[src/rtl/osclk_pkg.sv]
package osclk_pkg;
  typedef enum logic [2:0] {
    G_IDLE = 3'd0,
    G_ARM  = 3'd1,
    G_SYNC = 3'd2,
    G_LEAD = 3'd3,
    G_RUN  = 3'd4
  } grp_st_e;

  typedef enum logic [1:0] {
    REJ_NONE = 2'd0,
    REJ_DIV  = 2'd1,
    REJ_TB   = 2'd2,
    REJ_FULL = 2'd3
  } rej_e;
endpackage

[src/rtl/osclk_tb_pick.sv]
module osclk_tb_pick #(
  parameter int NUM_TB = 3,
  localparam int TB_W = (NUM_TB > 1) ? $clog2(NUM_TB) : 1
) (
  input  logic [NUM_TB-1:0] tb_present,
  input  logic              auto_en,
  input  logic [TB_W-1:0]   sel,
  output logic [TB_W-1:0]   pick_idx,
  output logic              pick_ok
);
  logic [TB_W-1:0] low_idx;
  logic            low_ok;

  // lowest present index is the fastest timebase
  always_comb begin
    low_idx = '0;
    low_ok  = 1'b0;
    for (int i = NUM_TB - 1; i >= 0; i--) begin
      if (tb_present[i]) begin
        low_idx = TB_W'(i);
        low_ok  = 1'b1;
      end
    end
  end

  always_comb begin
    if (auto_en) begin
      pick_idx = low_idx;
      pick_ok  = low_ok;
    end else begin
      pick_idx = sel;
      pick_ok  = (int'(sel) < NUM_TB) && tb_present[sel];
    end
  end
endmodule

[src/rtl/osclk_grp_alloc.sv]
module osclk_grp_alloc #(
  parameter int NUM_GRP = 2,
  localparam int GRP_W = (NUM_GRP > 1) ? $clog2(NUM_GRP) : 1
) (
  input  logic [NUM_GRP-1:0] busy,
  output logic [GRP_W-1:0]   free_idx,
  output logic               free_ok
);
  always_comb begin
    free_idx = '0;
    free_ok  = 1'b0;
    for (int g = NUM_GRP - 1; g >= 0; g--) begin
      if (!busy[g]) begin
        free_idx = GRP_W'(g);
        free_ok  = 1'b1;
      end
    end
  end
endmodule

[src/rtl/osclk_grp_seq.sv]
module osclk_grp_seq
  import osclk_pkg::*;
#(
  parameter int NUM_TB     = 3,
  parameter int DIV_W      = 8,
  parameter int LEAD_TICKS = 3,
  localparam int TB_W = (NUM_TB > 1) ? $clog2(NUM_TB) : 1
) (
  input  logic              clk,
  input  logic              rst_n,
  input  logic [NUM_TB-1:0] tb_tick,
  input  logic              load,
  input  logic [TB_W-1:0]   load_tb,
  input  logic [DIV_W-1:0]  load_div,
  input  logic              stop,
  output logic              active,
  output logic              sync_o,
  output logic              samp_o
);
  localparam logic [DIV_W-1:0] LEAD_LAST = DIV_W'(LEAD_TICKS - 1);

  grp_st_e          st_q;
  logic [TB_W-1:0]  tb_q;
  logic [DIV_W-1:0] div_q;
  logic [DIV_W-1:0] cnt_q;
  logic             tick;

  assign tick   = tb_tick[tb_q];
  assign active = (st_q != G_IDLE);

  always_ff @(posedge clk) begin
    if (!rst_n) begin
      st_q   <= G_IDLE;
      tb_q   <= '0;
      div_q  <= '0;
      cnt_q  <= '0;
      sync_o <= 1'b0;
      samp_o <= 1'b0;
    end else begin
      samp_o <= 1'b0;
      if (stop) begin
        st_q   <= G_IDLE;
        sync_o <= 1'b0;
        cnt_q  <= '0;
      end else if (load) begin
        st_q  <= G_ARM;
        tb_q  <= load_tb;
        div_q <= load_div;
        cnt_q <= '0;
      end else if (tick) begin
        unique case (st_q)
          G_ARM: begin
            st_q   <= G_SYNC;
            sync_o <= 1'b1;
          end
          G_SYNC: begin
            st_q   <= G_LEAD;
            sync_o <= 1'b0;
            cnt_q  <= '0;
          end
          G_LEAD: begin
            if (cnt_q == LEAD_LAST) begin
              st_q   <= G_RUN;
              samp_o <= 1'b1;
              cnt_q  <= '0;
            end else begin
              cnt_q <= cnt_q + DIV_W'(1);
            end
          end
          G_RUN: begin
            if (cnt_q == div_q - DIV_W'(1)) begin
              samp_o <= 1'b1;
              cnt_q  <= '0;
            end else begin
              cnt_q <= cnt_q + DIV_W'(1);
            end
          end
          default: ;
        endcase
      end
    end
  end

  // sync only ever starts on a tick of the chosen timebase
  assert_sync_on_tick_R7: assert property (@(posedge clk) disable iff (!rst_n)
    $rose(sync_o) |-> $past(tick));
  // every sample pulse follows a timebase tick
  assert_samp_on_tick_R9: assert property (@(posedge clk) disable iff (!rst_n)
    samp_o |-> $past(tick));
  // sample and sync never overlap
  assert_samp_sync_excl_R8: assert property (@(posedge clk) disable iff (!rst_n)
    !(samp_o && sync_o));
  // sample pulse is one clock wide
  assert_samp_single_R8: assert property (@(posedge clk) disable iff (!rst_n)
    samp_o |=> !samp_o);
  // a stop leaves the group silent
  assert_stop_clears_R10: assert property (@(posedge clk) disable iff (!rst_n)
    stop |=> (!active && !sync_o && !samp_o));
endmodule

[src/rtl/osclk_sync.sv]
module osclk_sync
  import osclk_pkg::*;
#(
  parameter int NUM_TB     = 3,
  parameter int NUM_GRP    = 2,
  parameter int DIV_W      = 8,
  parameter int LEAD_TICKS = 3,
  localparam int TB_W  = (NUM_TB > 1) ? $clog2(NUM_TB) : 1,
  localparam int GRP_W = (NUM_GRP > 1) ? $clog2(NUM_GRP) : 1
) (
  input  logic               clk,
  input  logic               rst_n,
  input  logic [NUM_TB-1:0]  tb_present,
  input  logic [NUM_TB-1:0]  tb_tick,
  input  logic               start_req,
  input  logic               start_auto,
  input  logic [TB_W-1:0]    start_tb,
  input  logic [DIV_W-1:0]   start_div,
  input  logic               stop_req,
  input  logic [GRP_W-1:0]   stop_grp,
  output logic               req_ack,
  output logic               req_rej,
  output logic [1:0]         req_code,
  output logic [GRP_W-1:0]   req_grp,
  output logic [NUM_GRP-1:0] grp_active,
  output logic [NUM_GRP-1:0] sync_pulse,
  output logic [NUM_GRP-1:0] samp_pulse
);
  logic [TB_W-1:0]  pick_idx;
  logic             pick_ok;
  logic [GRP_W-1:0] free_idx;
  logic             free_ok;
  logic             div_ok;
  rej_e             code_d;
  logic             accept;

  osclk_tb_pick #(.NUM_TB(NUM_TB)) u_pick (
    .tb_present(tb_present),
    .auto_en   (start_auto),
    .sel       (start_tb),
    .pick_idx  (pick_idx),
    .pick_ok   (pick_ok)
  );

  osclk_grp_alloc #(.NUM_GRP(NUM_GRP)) u_alloc (
    .busy    (grp_active),
    .free_idx(free_idx),
    .free_ok (free_ok)
  );

  assign div_ok = (start_div > DIV_W'(1));

  always_comb begin
    if (!div_ok)       code_d = REJ_DIV;
    else if (!pick_ok) code_d = REJ_TB;
    else if (!free_ok) code_d = REJ_FULL;
    else               code_d = REJ_NONE;
  end

  assign accept = start_req && (code_d == REJ_NONE);

  always_ff @(posedge clk) begin
    if (!rst_n) begin
      req_ack  <= 1'b0;
      req_rej  <= 1'b0;
      req_code <= 2'd0;
      req_grp  <= '0;
    end else begin
      req_ack  <= accept;
      req_rej  <= start_req && (code_d != REJ_NONE);
      req_code <= start_req ? code_d : REJ_NONE;
      req_grp  <= accept ? free_idx : '0;
    end
  end

  for (genvar g = 0; g < NUM_GRP; g++) begin : g_grp
    osclk_grp_seq #(
      .NUM_TB    (NUM_TB),
      .DIV_W     (DIV_W),
      .LEAD_TICKS(LEAD_TICKS)
    ) u_seq (
      .clk     (clk),
      .rst_n   (rst_n),
      .tb_tick (tb_tick),
      .load    (accept && (free_idx == GRP_W'(g))),
      .load_tb (pick_idx),
      .load_div(start_div),
      .stop    (stop_req && (stop_grp == GRP_W'(g))),
      .active  (grp_active[g]),
      .sync_o  (sync_pulse[g]),
      .samp_o  (samp_pulse[g])
    );
  end

  // an answer is never both accept and reject
  assert_ack_rej_excl_R5: assert property (@(posedge clk) disable iff (!rst_n)
    !(req_ack && req_rej));
  // answers only follow a request
  assert_answer_follows_req_R5: assert property (@(posedge clk) disable iff (!rst_n)
    (req_ack || req_rej) |-> $past(start_req));
  // accepted divisors are at least 2
  assert_div_valid_R2: assert property (@(posedge clk) disable iff (!rst_n)
    req_ack |-> ($past(start_div) > DIV_W'(1)));
  // a full rejection means every group was busy
  assert_full_only_when_busy_R6: assert property (@(posedge clk) disable iff (!rst_n)
    (req_rej && req_code == 2'd3) |-> (&$past(grp_active)));
endmodule

[config.mk]
export PLATFORM = sky130hd
export DESIGN_NAME = osclk_sync
export DESIGN_NICKNAME = d
export VERILOG_FILES = /design/src/rtl/osclk_pkg.sv /design/src/rtl/osclk_tb_pick.sv /design/src/rtl/osclk_grp_alloc.sv /design/src/rtl/osclk_grp_seq.sv /design/src/rtl/osclk_sync.sv
export SDC_FILE = /design/constraint.sdc
export NUM_CORES = 1
export LEC_CHECK = 0
export BUFFER_PORTS_ARGS = -buffer_cell sky130_fd_sc_hd__buf_4
export CAP_MARGIN = 10
export CORE_MARGIN = 2
export CORE_UTILIZATION = 50
export CTS_BUF_LIST = sky130_fd_sc_hd__clkbuf_16
export DETAILED_ROUTE_END_ITERATION = 16
export GPL_ROUTABILITY_DRIVEN = 0
export HOLD_SLACK_MARGIN = 0.05
export PLACE_DENSITY = 0.69
export SLEW_MARGIN = 20
export SYNTH_ARGS = -nofsm -noshare
export SYNTH_HDL_FRONTEND = slang
export SYNTH_SLANG_ARGS = --single-unit
[constraint.sdc]
create_clock -name clk -period 5.4 [get_ports clk]
set_input_delay 0.27 -clock clk [delete_from_list [all_inputs] [get_ports clk]]
set_output_delay 0.27 -clock clk [all_outputs]
set_load 0.1 [all_outputs]
# Word level (Yosys, flattened, before mapping)
# Index checks and enable logic that the tools add are counted.
[totals] ff_bits=51 input_bits=22 out_inout_bits=11 elab_cells=133
[op_classes] n_addsub=4 n_lt_le_gt_ge=5 eq_ne=16 n_mux=42 n_bitwise=9 reduce_logical=39
[ops] op="case mux 8 bit (3 select lines)" n=2
[ops] op="two-way mux 8 bit" n=4
[ops] op="two-way mux 1 bit" n=18
[ops] op="case mux 3 bit (3 select lines)" n=2
[ops] op="AND reduction 3 bit" n=6
[ops] op="nonzero test 3 bit" n=6
[ops] op="adder 8 x 1 -> 8 bit (second input constant)" n=2
[ops] op="equality test 8 x 2 -> 1 bit (second input constant)" n=2
[ops] op="equality test 8 bit" n=2
[ops] op="subtractor 8 x 1 -> 8 bit (second input constant)" n=2
[ops] op="two-way mux 2 bit" n=7
[ops] op="equality test 3 x 2 -> 1 bit (second input constant)" n=4
[ops] op="AND reduction 2 bit" n=6
[ops] op="nonzero test 2 bit" n=5
[ops] op="< comparator 2 x 3 -> 1 bit (second input constant)" n=3
[ops] op="inverter 1 bit" n=9
[ops] op="greater-than comparator 8 x 1 -> 1 bit (second input constant)" n=1
[ops] op="case mux 1 bit (2 select lines)" n=4
[ops] op="nonzero test 4 bit" n=2
[ops] op="OR reduction 4 bit" n=2
[ops] op="logical AND 1 bit" n=7
[ops] op="binary-select mux 1 bit (select 2 bit)" n=3
[ops] op="equality test 3 x 1 -> 1 bit (second input constant)" n=2
[ops] op="equality test 3 bit (second input constant)" n=2
[ops] op="7 further kinds" n=12

# Longest topological paths before layout
# Gate-level depths: netlist (run 1).
[logic_depth] ltp_word=11 depth_mapped=9 mapped_depth_nobuf=8

# By module
# From an unflattened synthesis (run 1), not the netlist that was laid out.
[unflattened] cells_unflattened=386 hier_area_um2=3031.7
[modules_own_cells] mod="osclk_grp_seq" instances=2 cells_each=176 area_each_um2=1365.1 seq_area_each_um2=460.4
[modules_own_cells] mod="osclk_sync" instances=1 cells_each=21 area_each_um2=217.7 seq_area_each_um2=100.1
[modules_own_cells] mod="osclk_tb_pick" instances=1 cells_each=11 area_each_um2=66.3 seq_area_each_um2=0.0
[modules_own_cells] mod="osclk_grp_alloc" instances=1 cells_each=2 area_each_um2=17.5 seq_area_each_um2=0.0

# Least setup slack after synthesis (run 1)
# OpenSTA, ideal clock, no wires.
[synth_timing] kind="register to register" startpoint="reg g_grp[0].u_seq.div_q[0]" endpoint="reg g_grp[0].u_seq.cnt_q[3]" setup_time_ns=0.133 arrival_ns=2.402 required_time_ns=5.267 setup_slack_ns=2.865 path_stages_with_launch=10 path_buffers=1 period_less_slack_ns=2.535 cell_sequence="dfxtp_1 inv_1 ha_1 or3b_4 or4_4 a2111oi_4 a31oi_4 buf_6 o211ai_1 a31oi_1"
[synth_between] elab_chain_len=4
[synth_lines] element="from (decl)" line="osclk_grp_seq.sv:24" text="logic [DIV_W-1:0] div_q;"
[synth_lines] element="from (signal assigned)" line="osclk_grp_seq.sv:48" text="div_q <= load_div;"
[synth_lines] element="subtractor 8 x 1 -> 8 bit" line="osclk_grp_seq.sv:71" text="if (cnt_q == div_q - DIV_W'(1)) begin"
[synth_lines] element="equality test 8 bit" line="osclk_grp_seq.sv:71"
[synth_lines] element="two-way mux 8 bit" line="osclk_grp_seq.sv:71"
[synth_lines] element="case mux 8 bit (3 select lines)" line="osclk_grp_seq.sv:51" text="unique case (st_q)"
[synth_lines] element="to (signal assigned)" line="osclk_grp_seq.sv:67" text="cnt_q <= cnt_q + DIV_W'(1);"
[synth_lines] element="to (signal assigned)" line="osclk_grp_seq.sv:75" text="cnt_q <= cnt_q + DIV_W'(1);"
[synth_lines] element="to (decl)" line="osclk_grp_seq.sv:25" text="logic [DIV_W-1:0] cnt_q;"
# Every way passes these cells.
# A chain may end at the register's enable or synchronous reset.

# Final worst setup path (run 1)
[layout_timing] startpoint="reg g_grp[0].u_seq.div_q[0]" endpoint="reg g_grp[0].u_seq.cnt_q[2]"
# Same word-level chain as after synthesis.

==> results of run 1 <==
## worst min path at each step
stage	slack, ns	start	depth (start not counted)	to
floorplan	0.40	rst_n	1	g_grp[0].u_seq.div_q[7]$_SDFFE_PN0P_
global route	0.26	start_div[5]	3	g_grp[1].u_seq.div_q[5]$_SDFFE_PN0P_
global placement	0.48	g_grp[0].u_seq.sync_o$_SDFFE_PP0P_	2	g_grp[0].u_seq.sync_o$_SDFFE_PP0P_
detailed placement	0.49	g_grp[0].u_seq.sync_o$_SDFFE_PP0P_	2	g_grp[0].u_seq.sync_o$_SDFFE_PP0P_
finish	0.26	start_div[4]	3	g_grp[1].u_seq.div_q[4]$_SDFFE_PN0P_
CTS	0.26	start_div[5]	3	g_grp[1].u_seq.div_q[5]$_SDFFE_PN0P_
## area by class of cell
class | count | area share [%]
well taps | 77 | 2.70
repair buffers | 33 | 6.94
inverters | 18 | 1.89
flip-flops and latches | 51 | 28.6
multi-input cells | 296 | 56.1
clock buffers | 5 | 3.51
clock inverters | 1 | 0.210
## worst register-to-register path: cells and delay by family, from the launching register on
| family | cells | cell delay, ns |
|---|---|---|
| compound gates | 4 | 1.07 |
| simple gates | 2 | 0.91 |
| flops | 1 | 0.35 |
| fa+ha+maj | 1 | 0.21 |
| buf+inv | 1 | 0.07 |
## layout by cell type (no fill, tap or decap), types with 5 or more instances in the layout
cell	count
a211oi_1	5
a21oi_1	17
a31oi_1	12
and2_1	6
and3_1	5
buf_4	33
clkbuf_16	5
dfxtp_1	51
ha_1	6
inv_1	18
mux2i_1	20
nand2_1	31
nand2b_1	9
nand3_1	14
nand3b_1	7
nor2_1	29
nor2b_1	19
nor3_1	9
nor4_1	8
o2111ai_1	6
o211ai_1	12
o21ai_0	11
xnor2_1	12
xor2_1	7
## flip-flops by register name (all words and copies together), names as in the netlist
name and cells:
req_grp 1, req_code 2, g_grp.u_seq.st_q 6, g_grp.u_seq.cnt_q 16
g_grp.u_seq.samp_o 2, req_rej 1, req_ack 1, g_grp.u_seq.tb_q 4
g_grp.u_seq.div_q 16, g_grp.u_seq.sync_o 2
## routing by layer
layer	routed length, um	up-vias	global-route usage (%)
met1	3290	1345	25.3
met4	57	0	4.62
met3	194	6	3.64
met5	0	-	0
met2	3600	41	36.5
li1	-	1444	-
## kinds of logic (layout without fill, tap and decap cells)
logic type | Yosys count | in the layout
buf+inv | 48 | 57
flops | 51 | 51
fa+ha+maj | 6 | 6
compound gates | 97 | 97
simple gates | 154 | 154
mux | 20 | 20
xor+xnor | 19 | 19
## synthesized netlist by cell type (12+ instances only)
| cell | count | share of area (%) |
|---|---|---|
| a21oi_1 | 17 | 2.6 |
| a31oi_1 | 12 | 2.3 |
| clkbuf_1 | 20 | 2.3 |
| dfxtp_1 | 51 | 32 |
| inv_1 | 18 | 2.1 |
| mux2i_1 | 20 | 6.2 |
| nand2_1 | 31 | 3.6 |
| nand3_1 | 14 | 2.2 |
| nor2_1 | 29 | 3.4 |
| nor2b_1 | 19 | 3.7 |
| o211ai_1 | 12 | 2.8 |
| xnor2_1 | 12 | 3.2 |
## per-stage QoR
stage	std cells	util (%)	setup slack (ns)	area (um2)
after global placement	475	54.4	2.74	3430
final	481	56.5	2.68	3570
after floorplan	395	-	2.87	3240
after CTS	481	56.5	2.69	3570
after detailed placement	475	54.4	2.69	3430
after global routing	481	56.5	2.51	3570
## power groups by stage
stage	clock, uW	combinational (uW)	sequential (uW)
6_report	300	145	397
5_1_grt	321	158	399
4_1_cts	307	146	397
3_5_place_dp	0	145	406
3_3_place_gp	0	143	405
2_1_floorplan	0	102	411
==> run metrics, run 1 <==
routed wire length=approximately 7.1 mm; max incr delay on CP=0.50 ns; initial antenna violation count=0; Max clock buf depth=2; crit path cell chain=inv_1 -> ha_1 -> or3b_4 -> or4_4 -> a2111oi_4 -> a31oi_4 -> a211oi_1 -> a211oi_1; Setup violations, final=0; peak supply drop=~0.12 mV; Pre-antenna DRT Iters=4; I/O pins=33; FF+latch area=0.00102 mm2; Clock Power Share=a little over a third; Resized cells post-CTS=0; combinational power share=between 10% and 20%; CP Class=register to register; HP Class=input pin to register; Area Growth Syn to Fin=10.2%; first-pass GRT wire length=12.0 mm; # diodes=0; die area=0.00713 mm2; Crit path buffers/inverters=1; CTS tree=done; Critical Path AT=roughly 2.9 ns; global route overflow=0; max-cap viol count=0; r2r setup slk=2.68 ns; post-synthesis compound-gate area fraction=between 20% and 30%; minimum clock period=between 2 and 3 ns; worst reg2reg path depth=8; status=complete, no violations; hold buffer count at CTS=0; Worst setup EP type=register; Net Sw Frac=27.6%; Async SR Flop Fraction=0%; CP Launch Type=register; GRT Total Usage=20.3%; CTS H-tree lvls=2; post-route clock period utilization=50.5%; pin count of the biggest net entering global routing=26; RSZ-0062 raised after global routing=false; xor/xnor share of the synthesized area=5.14%; switching pwr=232 uW; vias in the first global route=between 2000 and 3000; most used cell, CP=a211oi_1; WL per Instance=14.9 um; max-slew violations=0; Rel. slew slack=between 30% and 40%; area of the multi-input gates=0.00200 mm2; post-detail-place hpwl=5.36 mm; Synth warnings=0; CTS Buf Count=5; instance count on the critical path=8; sequential area share after synthesis=31.5%; Crit path max-delay family=compound AO/OA/AOI/OAI gates; CP required=roughly 5.6 ns; Adder-Cell Fraction of Synth Area=2.32%; Slew @ Worst Pin=0.936 ns; layout cells sized above 1=between 10% and 20%; Net Count, Synth=423; dominant synthesized flop cell=dfxtp_1; mux cell area share after synthesis=6.18%; sequential fraction of design power=47.2%; Syn Inst Count=a little under 400; total of fill cells in the finished design=between 500 and 600; IO buf count=32; internal power=610 uW; pwr/cell area=236 mW/mm2; DIE WIDTH=between 80 and 90 um; main combinational cell family by area after synthesis=simple AND/OR/NAND/NOR gates; reg2reg end=g_grp[0].u_seq.cnt_q[2]$_SDFFE_PP0P_; critical path launch point=g_grp[0].u_seq.div_q[0]$_SDFFE_PN0P_; Clk Latency, worst-skew pair=just under 0.3 ns; total chip power=roughly 840 uW; Initial Util=51.3%; setup TNS=0 ns; Synth Area in Simple Gates=between 20 and 30%; fin nets=between 400 and 500; Avg Inst Size Synth=8.19 um2; CP max FO=14; Setup Buffers After CTS=0; Seq cells post-synth=51; Synth Cell Area=0.00324 mm2; final hold vios=0; hold slack=0.261 ns; worst setup path end=g_grp[0].u_seq.cnt_q[2]$_SDFFE_PP0P_; Die Span Y=84.5 um; Post-synth EDFFs=0; root buf cell=clkbuf_16; Max Fclk=367 MHz; Via density=roughly 5.9; Worst-path clk slew=0.06 ns; clk_skew=slightly below 0.006 ns; Lkg Pwr=about 0.0013 uW; Row Count=29; Slowest cell on crit path=or4_4; antenna-violating nets left=0; clk sink count=between 50 and 60; Yosys cell types=a little under 60; worst r2r src=g_grp[0].u_seq.div_q[0]$_SDFFE_PN0P_; drt drc=0; Vias=between 2000 and 3000; core area=0.00631 mm2; Initial DRC Count=130
(Power assumes the default switching activity.)
==> run 2, diff against run 1 <==
--- a/config.mk
+++ b/config.mk
@@ -5,6 +5,7 @@
 export SDC_FILE = /design/constraint.sdc
 export NUM_CORES = 1
 export LEC_CHECK = 0
+export ABC_AREA = 1
 export BUFFER_PORTS_ARGS = -buffer_cell sky130_fd_sc_hd__buf_4
 export CAP_MARGIN = 10
 export CORE_MARGIN = 2
@@ -13,7 +14,7 @@
 export DETAILED_ROUTE_END_ITERATION = 16
 export GPL_ROUTABILITY_DRIVEN = 0
 export HOLD_SLACK_MARGIN = 0.05
-export PLACE_DENSITY = 0.69
+export PLACE_DENSITY = 0.72
 export SLEW_MARGIN = 20
 export SYNTH_ARGS = -nofsm -noshare
 export SYNTH_HDL_FRONTEND = slang
==> constraint.sdc (replaced) <==
create_clock -name clk -period 2.5 [get_ports clk]
set_input_delay 0.125 -clock clk [delete_from_list [all_inputs] [get_ports clk]]
set_output_delay 0.125 -clock clk [all_outputs]
set_load 0.1 [all_outputs]
==> run 2 against run 1 <==
Worst hold slack got worse by 0.14 ns. Combinational power increased to 4.0 times the previous value. Area after synthesis decreased by 0.58%. Clock skew decreased by 0.0019 ns. Largest power group unchanged. Global-route usage increased by 1.0 points. Register-to-register slack got worse by 2.2 ns. Critical endpoint is now g_grp[0].u_seq.div_q[0]$_SDFFE_PN0P_. Die area decreased by 0.56%. Maximum frequency increased by 36%. Setup slack got worse by 2.2 ns. Cell count increased by 23%. Non-clock buffer count decreased by 1. Sequential power increased by 120%.
==> run metrics, run 2 <==
Setup Buffers After CTS=0 (unchanged); Clk Latency, worst-skew pair=0.29 ns (about the same); met3 WL post-DR=286 um (was 194 um); root buf cell=clkbuf_16 (unchanged); Max Fclk=500 MHz (was 367 MHz); sequential area share after synthesis=31.7% (was 31.5%); CTS tree=done (unchanged); initial antenna violation count=0 (unchanged); Critical Path AT=2.16 ns (was 2.88 ns); Yosys cell types=36 (was 58); drt drc=0 (unchanged); Lkg Pwr=0.00161 uW (was 0.00129 uW); combinational power share=27.2% (was 17.2%); core area=0.00628 mm2 (was 0.00631 mm2); Worst-path clk slew=0.06 ns (about the same); layout cells sized above 1=14.4% (was 13.1%); Worst setup EP type=register (unchanged); Initial Util=51.3% (about the same); peak supply drop=0.444 mV (was 0.119 mV); Avg Inst Size Synth=6.58 um2 (was 8.19 um2); Row Count=29 (unchanged); CP required=2.66 ns (was 5.55 ns); minimum clock period=2.00 ns (was 2.72 ns); global route overflow=0 (unchanged); FF+latch area=0.00102 mm2 (unchanged); setup TNS=0 ns (unchanged); Synth area leaders=dfxtp_1 (32%), nand2_1 (12%), inv_1 (8.4%) (was dfxtp_1 (32%), mux2i_1 (6.2%), nor2b_1 (3.7%)); uppermost layer routed=met4 (unchanged); Net Sw Frac=33.9% (was 27.6%); CTS Buf Count=5 (unchanged); post-route clock period utilization=80.1% (was 50.5%); Post-synth top cells=nand2_1 (103), inv_1 (72), dfxtp_1 (51) (was dfxtp_1 (51), nand2_1 (31), nor2_1 (29)); hold path depth=3 (unchanged); switching pwr=717 uW (was 232 uW); share of the synthesized area in the top cell type=31.7% (was 31.5%); CP max FO=20 (was 14); routed wire length=7.16 mm (was 7.14 mm); first-pass GRT wire length=12.6 mm (was 12.0 mm); internal power=1400 uW (was 610 uW); CP Class=register to register (unchanged); CP Launch Type=register (unchanged); cell taking the most area after synthesis=dfxtp_1 (unchanged); Setup violations, final=0 (unchanged); Async SR Flop Fraction=0% (unchanged); Seq cells post-synth=51 (unchanged); vias in the first global route=2908 (was 2628); I/O pins=33 (unchanged); Clock Power Share=30.8% (was 35.6%); Max clock buf depth=2 (unchanged); clk sink count=51 (unchanged); Hold Crit Start=start_req (was start_div[4]); HP Class=input pin to register (unchanged); Final Instance Area=0.00359 mm2 (was 0.00357 mm2); Resized cells post-CTS=0 (unchanged); Via density=5.20 (was 5.90); reg2reg end=g_grp[0].u_seq.div_q[0]$_SDFFE_PN0P_ (was g_grp[0].u_seq.cnt_q[2]$_SDFFE_PP0P_); Synth Cell Area=0.00322 mm2 (was 0.00324 mm2); Area after DPL=0.00345 mm2 (was 0.00343 mm2); Finished Layout Cells=591 (was 481); hold worst-path end=req_code[1]$_SDFF_PN0_ (was g_grp[1].u_seq.div_q[4]$_SDFFE_PN0P_); worst reg2reg path depth=10 (was 8); Net Count, Synth=517 (was 423); final setup margin=0.499 ns (was 2.68 ns); post-detail-place hpwl=5.68 mm (was 5.36 mm); # diodes=0 (unchanged); total of fill cells in the finished design=646 (was 579); Vias=3071 (was 2836); Rel. slew slack=65.1% (was 37.6%); Synth warnings=0 (unchanged); Top Registers=g_grp.u_seq.cnt_q x16, g_grp.u_seq.div_q x16, g_grp.u_seq.st_q x6 (unchanged); Slew @ Worst Pin=0.522 ns (was 0.936 ns); pin count of the biggest net entering global routing=25 (was 26); max-slew violations=0 (unchanged); Post-synth EDFFs=0 (unchanged); pre-CTS WS=0.504 ns (was 2.69 ns); Die Span Y=84.2 um (was 84.5 um); Area Growth Syn to Fin=11.5% (was 10.2%); status=complete, no violations (unchanged); r2r setup slk=0.50 ns (was 2.68 ns); dominant synthesized flop cell=dfxtp_1 (unchanged); sequential fraction of design power=42.1% (was 47.2%); DIE WIDTH=84.2 um (was 84.5 um); dpl cells=583 (was 475); worst r2r src=g_grp[0].u_seq.st_q[0]$_SDFFE_PP0P_ (was g_grp[0].u_seq.div_q[0]$_SDFFE_PN0P_); die area=0.00709 mm2 (was 0.00713 mm2); GRT Total Usage=21.3% (was 20.3%); commonest non-fill, non-tap cell in the layout=nand2_1 (was dfxtp_1); area of the multi-input gates=0.00180 mm2 (was 0.00200 mm2); max-cap viol count=0 (unchanged); clk_skew=0.00397 ns (was 0.00588 ns); fin nets=541 (was 433); final hold vios=0 (unchanged); Initial DRC Count=162 (was 130); pwr/cell area=589 mW/mm2 (was 236 mW/mm2); CTS H-tree lvls=2 (unchanged); most frequent cell after synthesis=nand2_1 (was dfxtp_1); WL per Instance=12.1 um (was 14.9 um); IO buf count=32 (unchanged); hold buffer count at CTS=0 (unchanged); routed wl met2=3.35 mm (was 3.60 mm); most frequent cells in the layout=nand2_1 (103), inv_1 (74), dfxtp_1 (51) (was dfxtp_1 (51), buf_4 (33), nand2_1 (31)); critical path launch point=g_grp[0].u_seq.st_q[0]$_SDFFE_PP0P_ (was g_grp[0].u_seq.div_q[0]$_SDFFE_PN0P_); Syn Inst Count=489 (was 395); RSZ-0062 raised after global routing=false (unchanged); wl on met1=3.45 mm (was 3.29 mm); Pre-antenna DRT Iters=6 (was 4); antenna-violating nets left=0 (unchanged)
[run 2: worst max-delay path by stage]
stage	to	cells after the start
2_1_floorplan	g_grp[1].u_seq.cnt_q[0]$_SDFFE_PP0P_	11
5_1_grt	g_grp[0].u_seq.div_q[0]$_SDFFE_PN0P_	10
4_1_cts	g_grp[0].u_seq.div_q[0]$_SDFFE_PN0P_	10
3_5_place_dp	g_grp[0].u_seq.div_q[0]$_SDFFE_PN0P_	10
3_3_place_gp	g_grp[0].u_seq.div_q[0]$_SDFFE_PN0P_	10
6_report	g_grp[0].u_seq.div_q[0]$_SDFFE_PN0P_	10
[run 2: cells by family (layout without fill, tap and decap cells)]
logic type / Yosys count / count (layout) / synth area share [%]
AO/OA/AOI/OAI: 92 / 92 / 16.4
buffers and inverters: 93 / 118 / 12.3
AND/OR/NAND/NOR: 224 / 224 / 31.0
flip-flops: 51 / 51 / 31.7
adder cells (fa/ha/maj): 6 / 6 / 2.33
XOR/XNOR: 23 / 23 / 6.26
[run 2: cell type report]
type / count / area share, %
Clock buffer: 5 / 3.49
Clock inverter: 3 / 0.349
Inverter: 78 / 8.16
Multi-Input combinational cell: 345 / 50.2
Sequential cell: 51 / 28.4
Tap cell: 77 / 2.68
Timing Repair Buffer: 32 / 6.69
[run 2: metrics by stage]
step | utilization, % | hold slack (ns) | total power, uW
floorplan | - | 0.242 | 1370
global placement | 55.0 | 0.417 | 1470
detailed placement | 55.0 | 0.416 | 1480
CTS | 57.2 | 0.116 | 2130
global route | 57.2 | 0.119 | 2240
finish | 57.2 | 0.119 | 2120
[run 2: critical path, stage by stage, from the launching register on]
cell     delay (ns)
dfxtp_1        0.33
nor2_2         0.18
nand2_2        0.07
nand2_1        0.07
inv_2          0.05
nor2_4         0.13
nand2_4        0.08
nor2_8         0.11
nand3_2        0.41
o21ai_1        0.36
a21oi_2        0.06
[run 2: power by group through the flow]
stage | sequential (uW) | combinational (uW) | clock, uW
2_1_floorplan | 925 | 443 | 0
6_report | 890 | 575 | 651
3_5_place_dp | 908 | 573 | 0
4_1_cts | 890 | 576 | 664
5_1_grt | 895 | 649 | 698
3_3_place_gp | 906 | 561 | 0
[run 2: layer usage]
layer / vias up / track usage (%)
met3: 8 / 4.23
met2: 54 / 35.9
met1: 1403 / 28.2
li1: 1606 / -
met4: 0 / 5.13
met5: - / 0
